### src/rtl/pic_cw_pkg.sv
package pic_cw_pkg;

  typedef enum logic [1:0] {
    IS_IDLE = 2'd0,
    IS_BASE = 2'd1,
    IS_CASC = 2'd2,
    IS_MODE = 2'd3
  } init_st_e;

  typedef enum logic [2:0] {
    OP_ROT_OFF    = 3'd0,
    OP_NS_EOI     = 3'd1,
    OP_NOP        = 3'd2,
    OP_SP_EOI     = 3'd3,
    OP_ROT_ON     = 3'd4,
    OP_NS_EOI_ROT = 3'd5,
    OP_SET_PRI    = 3'd6,
    OP_SP_EOI_ROT = 3'd7
  } op_e;

  // address-0 byte fields
  localparam int B_START   = 4;
  localparam int B_MODECMD = 3;
  localparam int B_POLL    = 2;
  localparam int B_RSEL_EN = 1;
  localparam int B_RSEL    = 0;
  localparam int B_SMM_EN  = 6;
  localparam int B_SMM     = 5;
  localparam int B_FOUR    = 0;
  localparam int B_SINGLE  = 1;
  // mode word fields
  localparam int B_AEOI    = 1;
  localparam int B_SNEST   = 4;

endpackage

### src/rtl/pic_prio_find.sv
module pic_prio_find #(
  parameter int N  = 8,
  parameter int LW = $clog2(N)
) (
  input  logic [N-1:0]  mask,
  input  logic [LW-1:0] base,
  output logic          found,
  output logic [LW-1:0] rank
);
  // Scan from the lowest rank last so it wins.
  always_comb begin
    found = 1'b0;
    rank  = '0;
    for (int k = N - 1; k >= 0; k--) begin
      logic [LW-1:0] idx;
      idx = LW'(base + LW'(k));
      if (mask[idx]) begin
        found = 1'b1;
        rank  = LW'(k);
      end
    end
  end
endmodule

### src/rtl/pic_init_seq.sv
module pic_init_seq
  import pic_cw_pkg::*;
(
  input  logic     clk,
  input  logic     rst,
  input  logic     start,
  input  logic     start_four,
  input  logic     start_single,
  input  logic     step,
  output init_st_e state
);
  logic four_q, single_q;

  always_ff @(posedge clk) begin
    if (rst) begin
      state    <= IS_IDLE;
      four_q   <= 1'b0;
      single_q <= 1'b0;
    end else if (start) begin
      state    <= IS_BASE;
      four_q   <= start_four;
      single_q <= start_single;
    end else if (step) begin
      case (state)
        IS_BASE: state <= single_q ? (four_q ? IS_MODE : IS_IDLE) : IS_CASC;
        IS_CASC: state <= four_q ? IS_MODE : IS_IDLE;
        IS_MODE: state <= IS_IDLE;
        default: state <= IS_IDLE;
      endcase
    end
  end
endmodule

### src/rtl/pic_cw_decoder.sv
module pic_cw_decoder
  import pic_cw_pkg::*;
#(
  parameter int N          = 8,
  parameter int SNEST_LINE = 2
) (
  input  logic         clk,
  input  logic         rst,
  input  logic         wr_en,
  input  logic         rd_en,
  input  logic         addr,
  input  logic [N-1:0] wdata,
  output logic [N-1:0] rdata,
  input  logic [N-1:0] req_in,
  input  logic         ack,
  output logic [N-1:0] ack_vec,
  output logic         int_out
);
  localparam int LW = $clog2(N);
  localparam logic [LW-1:0] SPUR = {LW{1'b1}};

  logic [N-1:0]  irr_q, isr_q, imr_q, hist_q, vb_q;
  logic [LW-1:0] base_q;
  logic          rsel_q, poll_q, smm_q, aeoi_q, rot_q, snest_q;
  logic [N-1:0]  rdata_q, ackv_q;
  logic          int_q;
  init_st_e      init_st;

  logic [N-1:0]  irr_n, isr_n, imr_n, vb_n, rdata_n, ackv_n;
  logic [LW-1:0] base_n;
  logic          rsel_n, poll_n, smm_n, aeoi_n, rot_n, snest_n;

  // ---------------- priority resolution ----------------
  logic [N-1:0]  pend_mask, cur_mask;
  logic          p_found, c_found, i_found, win_valid;
  logic [LW-1:0] p_rank, c_rank, i_rank, win_line, top_isr_line;

  assign pend_mask = irr_q & ~imr_q;

  always_comb begin
    cur_mask = isr_q;
    if (smm_q)   cur_mask = cur_mask & ~imr_q;
    if (snest_q) cur_mask[SNEST_LINE] = 1'b0;
  end

  pic_prio_find #(.N(N), .LW(LW)) u_find_pend (
    .mask(pend_mask), .base(base_q), .found(p_found), .rank(p_rank));
  pic_prio_find #(.N(N), .LW(LW)) u_find_cur (
    .mask(cur_mask), .base(base_q), .found(c_found), .rank(c_rank));
  pic_prio_find #(.N(N), .LW(LW)) u_find_isr (
    .mask(isr_q), .base(base_q), .found(i_found), .rank(i_rank));

  assign win_valid    = p_found && (!c_found || (p_rank < c_rank));
  assign win_line     = LW'(p_rank + base_q);
  assign top_isr_line = LW'(i_rank + base_q);

  // ---------------- initialization sequencer ----------------
  logic start_w, step_w;
  assign start_w = wr_en && !addr && wdata[B_START];
  assign step_w  = wr_en && addr && (init_st != IS_IDLE);

  pic_init_seq u_seq (
    .clk(clk), .rst(rst), .start(start_w),
    .start_four(wdata[B_FOUR]), .start_single(wdata[B_SINGLE]),
    .step(step_w), .state(init_st));

  // ---------------- next-state decode ----------------
  always_comb begin
    op_e op;
    op      = op_e'(wdata[7:5]);
    irr_n   = irr_q | (req_in & ~hist_q);
    isr_n   = isr_q;
    imr_n   = imr_q;
    vb_n    = vb_q;
    base_n  = base_q;
    rsel_n  = rsel_q;
    poll_n  = poll_q;
    smm_n   = smm_q;
    aeoi_n  = aeoi_q;
    rot_n   = rot_q;
    snest_n = snest_q;
    rdata_n = rdata_q;
    ackv_n  = ackv_q;

    if (ack) begin
      if (win_valid) begin
        ackv_n = {vb_q[N-1:LW], win_line};
        if (aeoi_q) begin
          if (rot_q) base_n = LW'(win_line + 1'b1);
        end else begin
          isr_n[win_line] = 1'b1;
        end
        irr_n[win_line] = 1'b0;
      end else begin
        ackv_n = {vb_q[N-1:LW], SPUR};
      end
    end

    if (rd_en) begin
      if (poll_q) begin
        poll_n = 1'b0;
        if (win_valid) begin
          rdata_n         = N'(win_line);
          irr_n[win_line] = 1'b0;
          isr_n[win_line] = 1'b0;
        end else begin
          rdata_n = N'(SPUR);
        end
      end else if (addr) begin
        rdata_n = imr_q;
      end else begin
        rdata_n = rsel_q ? isr_q : irr_q;
      end
    end

    if (wr_en) begin
      if (!addr) begin
        if (wdata[B_START]) begin
          irr_n = '0; isr_n = '0; imr_n = '0; vb_n = '0; base_n = '0;
          rsel_n = 1'b0; poll_n = 1'b0; smm_n = 1'b0;
          aeoi_n = 1'b0; rot_n = 1'b0; snest_n = 1'b0;
        end else if (wdata[B_MODECMD]) begin
          if (wdata[B_POLL])    poll_n = 1'b1;
          if (wdata[B_RSEL_EN]) rsel_n = wdata[B_RSEL];
          if (wdata[B_SMM_EN])  smm_n  = wdata[B_SMM];
        end else begin
          case (op)
            OP_ROT_OFF: rot_n = 1'b0;
            OP_ROT_ON:  rot_n = 1'b1;
            OP_NS_EOI, OP_NS_EOI_ROT: begin
              if (i_found) begin
                isr_n[top_isr_line] = 1'b0;
                if (op == OP_NS_EOI_ROT) base_n = LW'(top_isr_line + 1'b1);
              end
            end
            OP_SP_EOI:  isr_n[wdata[LW-1:0]] = 1'b0;
            OP_SET_PRI: base_n = LW'(wdata[LW-1:0] + 1'b1);
            OP_SP_EOI_ROT: begin
              isr_n[wdata[LW-1:0]] = 1'b0;
              base_n = LW'(wdata[LW-1:0] + 1'b1);
            end
            default: ;
          endcase
        end
      end else begin
        case (init_st)
          IS_IDLE: imr_n = wdata;
          IS_BASE: vb_n  = {wdata[N-1:LW], {LW{1'b0}}};
          IS_MODE: begin
            snest_n = wdata[B_SNEST];
            aeoi_n  = wdata[B_AEOI];
          end
          default: ;
        endcase
      end
    end
  end

  always_ff @(posedge clk) begin
    if (rst) begin
      irr_q <= '0; isr_q <= '0; imr_q <= '0; hist_q <= '0; vb_q <= '0;
      base_q <= '0; rsel_q <= 1'b0; poll_q <= 1'b0; smm_q <= 1'b0;
      aeoi_q <= 1'b0; rot_q <= 1'b0; snest_q <= 1'b0;
      rdata_q <= '0; ackv_q <= '0; int_q <= 1'b0;
    end else begin
      irr_q <= irr_n; isr_q <= isr_n; imr_q <= imr_n; hist_q <= req_in;
      vb_q <= vb_n; base_q <= base_n; rsel_q <= rsel_n; poll_q <= poll_n;
      smm_q <= smm_n; aeoi_q <= aeoi_n; rot_q <= rot_n; snest_q <= snest_n;
      rdata_q <= rdata_n; ackv_q <= ackv_n; int_q <= win_valid;
    end
  end

  assign rdata   = rdata_q;
  assign ack_vec = ackv_q;
  assign int_out = int_q;
endmodule

### config.mk
export PLATFORM = sky130hd
export DESIGN_NAME = pic_cw_decoder
export DESIGN_NICKNAME = d
export VERILOG_FILES = /design/src/rtl/pic_cw_pkg.sv /design/src/rtl/pic_prio_find.sv /design/src/rtl/pic_init_seq.sv /design/src/rtl/pic_cw_decoder.sv
export SDC_FILE = /design/constraint.sdc
export NUM_CORES = 1
export LEC_CHECK = 0
export BUFFER_PORTS_ARGS = -buffer_cell sky130_fd_sc_hd__buf_2
export CELL_PAD_IN_SITES_DETAIL_PLACEMENT = 0
export CELL_PAD_IN_SITES_GLOBAL_PLACEMENT = 1
export CORE_MARGIN = 2
export CORE_UTILIZATION = 50
export CTS_CLUSTER_SIZE = 25
export DETAILED_ROUTE_END_ITERATION = 7
export PLACE_DENSITY = 0.9
export SYNTH_ARGS = -nofsm -noshare
export SYNTH_HDL_FRONTEND = slang
export SYNTH_SLANG_ARGS = --single-unit
### constraint.sdc
create_clock -name clk -period 7.4 [get_ports clk]
set_input_delay 0 -clock clk [delete_from_list [all_inputs] [get_ports clk]]
set_output_delay 0 -clock clk [all_outputs]
set_load 0.1 [all_outputs]
==> Word level (Yosys, flattened, before mapping) <==
Index checks and enable logic that the tools add are counted.
{ "totals": {"register_bits": 70, "input_bits": 22, "output_inout_bits": 17, "elab_cells": 275} }
{ "classes": {"add_sub_neg": 12, "order_cmp": 15, "n_eq_ne": 13, "n_mux": 170, "bitwise_logic": 16, "reduce_logical": 30} }
{ "ops": {"columns": ["op", "count"], "rows": [
  ["8-bit 2-to-1 mux", 28],
  ["3-bit 2-to-1 mux", 36],
  ["1-bit 2-to-1 mux", 73],
  ["1-bit binary-select mux with 3-bit select", 24],
  ["8-bit AND", 8],
  ["3-bit by 4-bit less-than comparator with 1-bit output, second input constant", 11],
  ["8-bit inverter", 5],
  ["8-bit OR", 2],
  ["8-bit one-hot mux with 2 select lines", 1],
  ["3-bit by 1-bit adder with 3-bit output, second input constant", 4],
  ["3-bit adder, second input constant", 4],
  ["3-bit equality test, second input constant", 4],
  ["4-bit AND reduction", 3],
  ["2-bit nonzero test", 6],
  ["1-bit demux with 3-bit select", 3],
  ["3-bit by 1-bit >= comparator with 1-bit output, second input constant", 3],
  ["3-bit AND reduction", 3],
  ["1-bit logical AND", 8],
  ["2-bit by 1-bit inequality test with 1-bit output, second input constant", 4],
  ["2-bit OR reduction", 4],
  ["3-bit by 2-bit adder with 3-bit output, second input constant", 2],
  ["3-bit adder", 2],
  ["3-bit one-hot mux with 2 select lines", 1],
  ["2-bit equality test, second input constant", 2],
  ["13 further kinds", 15]
]} }

==> Logic depth before layout (Yosys ltp) <==
{ "depth": {"ltp_word": 32, "mapped_depth": 21, "depth_no_buf": 18} }

==> Modules after synthesis <==
A second synthesis with hierarchy kept.
{ "unflattened": {"hier_cells": 631, "area_unflattened_um2": 5565.3} }
{ "modules_own_cells": {"columns": ["module", "instances", "cells_each", "area_per_inst_um2", "seq_area_each_um2"], "rows": [
  ["pic_cw_decoder", 1, 402, 3303.2, 1261.2],
  ["pic_prio_find at u_find_cur ...", 2, 69, 684.4, 0.0],
  ["pic_prio_find at u_find_pend", 1, 67, 689.4, 0.0],
  ["pic_init_seq", 1, 24, 203.9, 80.1]
]} }

==> Worst setup path after synthesis <==
No wires, ideal clock.
{ "synth_path": {"path_kind": "register -> register", "from": "register base_q[1]", "to": "register isr_q[7]", "setup_ps": 139, "t_arrival_ps": 4590, "required_ps": 7261, "setup_slack_ps": 2671, "path_stages_with_launch": 20, "n_path_buf": 3, "period_less_slack_ps": 4729, "cell_sequence": "dfxtp_1 > buf_1 > clkbuf_1 > inv_1 > ha_1 > clkbuf_1 > mux4_2 > a21o_1 > nand2_1 > o211ai_1 > a21oi_1 > a211oi_1 > ha_1 > fa_1 > or4_1 > o2111a_1 > nand4_2 > nand4_1 > a221oi_1 > a2111oi_1"} }
{ "synth_between": {"elab_chain_cells": 31, "word_cells_on_any_way": 137, "classes_between": "add/sub (9); order compare (5); mux (112); bitwise (6); reduce/logical (5)"} }
{ "synth_lines": {"columns": ["element", "line_no", "rtl"], "rows": [
  ["start, declared", "pic_cw_decoder.sv:23", "logic [LW-1:0] base_q;"],
  ["start signal, assigned", "pic_cw_decoder.sv:167", "vb_q <= vb_n; base_q <= base_n; rsel_q <= rsel_n; poll_q <= poll_n;"],
  ["3-bit adder", "pic_prio_find.sv:16", "idx = LW'(base + LW'(k));"],
  ["1-bit binary-select mux with 3-bit select", "pic_prio_find.sv:17", "if (mask[idx]) begin"],
  ["1-bit 2-to-1 mux (implied by the code)", "pic_prio_find.sv:17", null],
  ["3-bit 2-to-1 mux (8 in series)", "pic_prio_find.sv:17", null],
  ["3-bit adder", "pic_cw_decoder.sv:54", "assign win_line = LW'(p_rank + base_q);"],
  ["3-bit by 4-bit less-than comparator with 1-bit output (implied by the code) or 3-bit by 1-bit >= comparator with 1-bit output (tied branches)", "pic_cw_decoder.sv:91, pic_cw_decoder.sv:105", null],
  ["1-bit logical AND (implied by the code)", "pic_cw_decoder.sv:91, pic_cw_decoder.sv:105", null],
  ["1-bit 2-to-1 mux (implied by the code)", "pic_cw_decoder.sv:91, pic_cw_decoder.sv:105", null],
  ["[... 8 more ...]", null, null],
  ["8-bit 2-to-1 mux", "pic_cw_decoder.sv:99", "if (rd_en) begin"],
  ["8-bit AND (no line)", null, null],
  ["8-bit 2-to-1 mux", "pic_cw_decoder.sv:131", "if (i_found) begin"],
  ["8-bit one-hot mux with 2 select lines", "pic_cw_decoder.sv:127", "case (op)"],
  ["8-bit 2-to-1 mux", "pic_cw_decoder.sv:122", "end else if (wdata[B_MODECMD]) begin"],
  ["8-bit 2-to-1 mux", "pic_cw_decoder.sv:118", "if (wdata[B_START]) begin"],
  ["8-bit 2-to-1 mux", "pic_cw_decoder.sv:117", "if (!addr) begin"],
  ["8-bit 2-to-1 mux *", "pic_cw_decoder.sv:116", "if (wr_en) begin"],
  ["end signal, assigned", "pic_cw_decoder.sv:166", "irr_q <= irr_n; isr_q <= isr_n; imr_q <= imr_n; hist_q <= req_in;"],
  ["end, declared", "pic_cw_decoder.sv:22", "logic [N-1:0] irr_q, isr_q, imr_q, hist_q, vb_q;"]
]} }
Mark *: on every way between the ends. The rest lies on a longest branch, timed or not. The select of a mux whose other input is x is not followed.
A chain may end at the register's enable or synchronous reset.

==> Worst setup path in the final report <==
Ends and elaborated chain as after synthesis.

==> flow_summary.json <==
{
  "die_x_um": 106,
  "place.gp.congestion": 0.927,
  "cp-startpoint": "base_q[1]$_SDFF_PP0_",
  "drtIter0Drc": 455,
  "drive_above_1_share_pct": 18.2,
  "hold_viol": 0,
  "max_freq_mhz": 202,
  "io_pins": 39,
  "crit_slowest_cell": "xnor2_1",
  "syn_inst": 614,
  "netlist_top_cells_area": "dfxtp_1, mux4_2, mux2i_1",
  "endpoint_kind": "flip-flop",
  "outcome": "completed",
  "min_period_ps": 4940,
  "dp_slack_ps": 2510,
  "port_buffers": 38,
  "final_common_cell": "dfxtp_1",
  "via_per_inst": 6.48,
  "fin_util_pct": 55.9,
  "netlist-cell-type-count": 86,
  "die_y_um": 106,
  "clockPowerShare_pct": 27.6,
  "min_path_type": "in -> reg",
  "synth_top_area_cell": "dfxtp_1",
  "synth_nets": 651,
  "rows": 37,
  "ys_seq_elements": 67,
  "grt_max_degree": 50,
  "hpwl_mm": 11.4,
  "cts_tree": "yes",
  "worstPathMaxFanout": 22,
  "final_max_slew_viol_count": 0,
  "clock_latency_ps": 350,
  "initial_utilization_pct": 51.2,
  "leakage_nw": 2.10,
  "intPower_mw": 0.749,
  "irDropWorstVdd_uv": 125,
  "synth_edf_count": 0,
  "crit_chain": "buf_4, ha_1, xnor2_1, mux4_2, a21o_1, nand2_1, o211ai_1, a21oi_1, a211oi_1, ha_1, fa_1, nand2_1, nor3_1, o211ai_1, o2111a_1, nand4_2, nand4_1, a221oi_1, a2111oi_1",
  "syn_to_final_growth_pct": 9.15,
  "layout_common_cells": "dfxtp_1, nor2_1, nand2_1, a21oi_1, buf_2",
  "p_sw_mw": 0.515,
  "critPathArrivalTime_ps": 5170,
  "async_reset_ff_share_pct": 0,
  "placed_area_sq_mm": 0.00541,
  "p_per_area_mw_per_mm2": 221,
  "setup_viol": 0,
  "grt_pass1_vias": 4806,
  "fin_skew_ps": 14.5,
  "place_inst": 751,
  "routedWlPerCell_um": 19.8,
  "dieArea_sq_mm": 0.0113,
  "switching_share_pct": 40.7,
  "combinationalPowerShare_pct": 39.6,
  "syn_area_sq_mm": 0.00524,
  "holdBufCountCts": 8,
  "ant_nets": 0,
  "design_area_sq_mm": 0.00572,
  "drt_pass1_iterations": 7,
  "num_vias": 5025,
  "cap_viol_max_count": 0,
  "cts_resized": 0,
  "coreArea_sq_mm": 0.0102,
  "overflow": 0,
  "final_cell_count_no_fill": 775,
  "cts_root_buffer": "clkbuf_8",
  "syn_avg_cell_area_sq_um": 8.53,
  "track_usage_pct": 27.7,
  "nFillCells": 930,
  "cts_sinks": 67,
  "reg2reg_from": "base_q[1]$_SDFF_PP0_",
  "nets": 671,
  "clkSlewWorstSetupHoldPaths_ps": 80,
  "worst_slew_pin_slew_ps": 878,
  "worst_slack_ps": 2460,
  "rsz0062_at_grt": "no",
  "h-tree-depth": 3,
  "yosysTopAreaCellShare_pct": 25.6,
  "seqPwrFrac_pct": 32.8,
  "post_cts.repair.setup_buffers": 0,
  "crit_type": "reg -> reg",
  "hp-start": "wdata[5]",
  "antenna_cells": 0,
  "synth-main-ff-cell": "dfxtp_1",
  "finalCritPeriodShare_pct": 66.8,
  "synth_warnings": 0,
  "holdWs_ps": 16.5,
  "crit_path_max_incr_delay_ps": 680,
  "start_kind": "flip-flop",
  "total_power_mw": 1.26,
  "cp.required_ps": 7620,
  "antenna_found_initial": 0,
  "grt_pass1_wl_mm": 24.7,
  "totalWireLength_mm": 15.3,
  "relSlewSlack_pct": 41.4,
  "finalSetupTns_ps": 0,
  "ys_seq_area_share_pct": 25.6,
  "cts.path.max_buffers": 2,
  "drc": 0,
  "numCtsBuffers": 9
}
## power groups by stage
stage	Sequential (mW)	Combinational [mW]	Clock, mW
after floorplan	0.464	0.336	0
after global placement	0.420	0.475	0
after detailed placement	0.421	0.487	0
after CTS	0.413	0.493	0.350
after global routing	0.417	0.540	0.366
final	0.415	0.500	0.349
## path summary, 6_finish.rpt
| path | to | slack (ps) | depth (start not counted) |
|---|---|---|---|
| setup / recovery | isr_q[7]$_SDFF_PP0_ | 2460 | 19 |
| hold / removal | smm_q$_SDFFE_PP0P_ | 20 | 3 |
| setup reg to reg | isr_q[7]$_SDFF_PP0_ | 2460 | 19 |
| hold reg to reg | vb_q[5]$_SDFFE_PP0P_ | 460 | 2 |
## cell families (layout without fill, tap and decap cells)
| family | after synthesis | in the layout | share of synthesized area [%] |
|---|---|---|---|
| buffers and inverters | 66 | 91 | 5.78 |
| flip-flops | 67 | 67 | 25.6 |
| adder cells (fa/ha/maj) | 15 | 15 | 3.87 |
| XOR/XNOR | 8 | 8 | 1.77 |
| AO/OA/AOI/OAI | 167 | 167 | 22.6 |
| multiplexers | 68 | 68 | 18.5 |
| AND/OR/NAND/NOR | 223 | 223 | 21.9 |
## cell usage after synthesis (all sizes together), types with 6 or more instances
cell type  number
nand3          12
nand2          53
ha             13
a21oi          43
nor2           56
inv            25
nand4          19
clkbuf         24
mux4           21
a211oi         18
mux2           17
a31oi           8
a22oi          13
nor3           14
a311oi          8
xnor2           6
nand2b         15
mux2i          30
nor2b          27
a221oi          6
o21ai          29
buf            15
dfxtp          67
## state kept, by name, summed over array words and instances (netlist names), 2 cells and up
| signal | flops |
|---|---|
| ack_vec | 8 |
| hist_q | 8 |
| imr_q | 8 |
| irr_q | 8 |
| isr_q | 8 |
| rdata | 8 |
| vb_q | 5 |
| base_q | 3 |
| u_seq.state | 2 |
## worst max-delay path, delay by kind of cell (launching register included)
| kind | cells | cell delay (ps) |
|---|---|---|
| buffers and inverters | 1 | 210 |
| AOI/OAI and AO/OA | 8 | 1330 |
| and+or+nand+nor | 5 | 640 |
| DFF | 1 | 300 |
| adders and majority gates | 3 | 1060 |
| xor gates and xnor gates | 1 | 680 |
| muxes | 1 | 590 |
## final cells by class
type / count / area, sq um / share of cell area, %
Clock buffer: 10 / 138 / 2.41
Clock inverter: 6 / 87.6 / 1.53
Inverter: 27 / 101 / 1.77
Multi-Input combinational cell: 481 / 3590 / 62.9
Sequential cell: 67 / 1340 / 23.5
Tap cell: 136 / 170 / 2.98
Timing Repair Buffer: 48 / 285 / 4.99
## per-layer routing
metal,vias to the layer above,GRT usage [%],wire length (um)
met2,177,47.9,7540
met3,41,3.80,790
met4,0,10.6,465
met5,-,0,0
met1,2456,34.9,6530
li1,2351,-,-
Power figures use the tool's default switching activity.
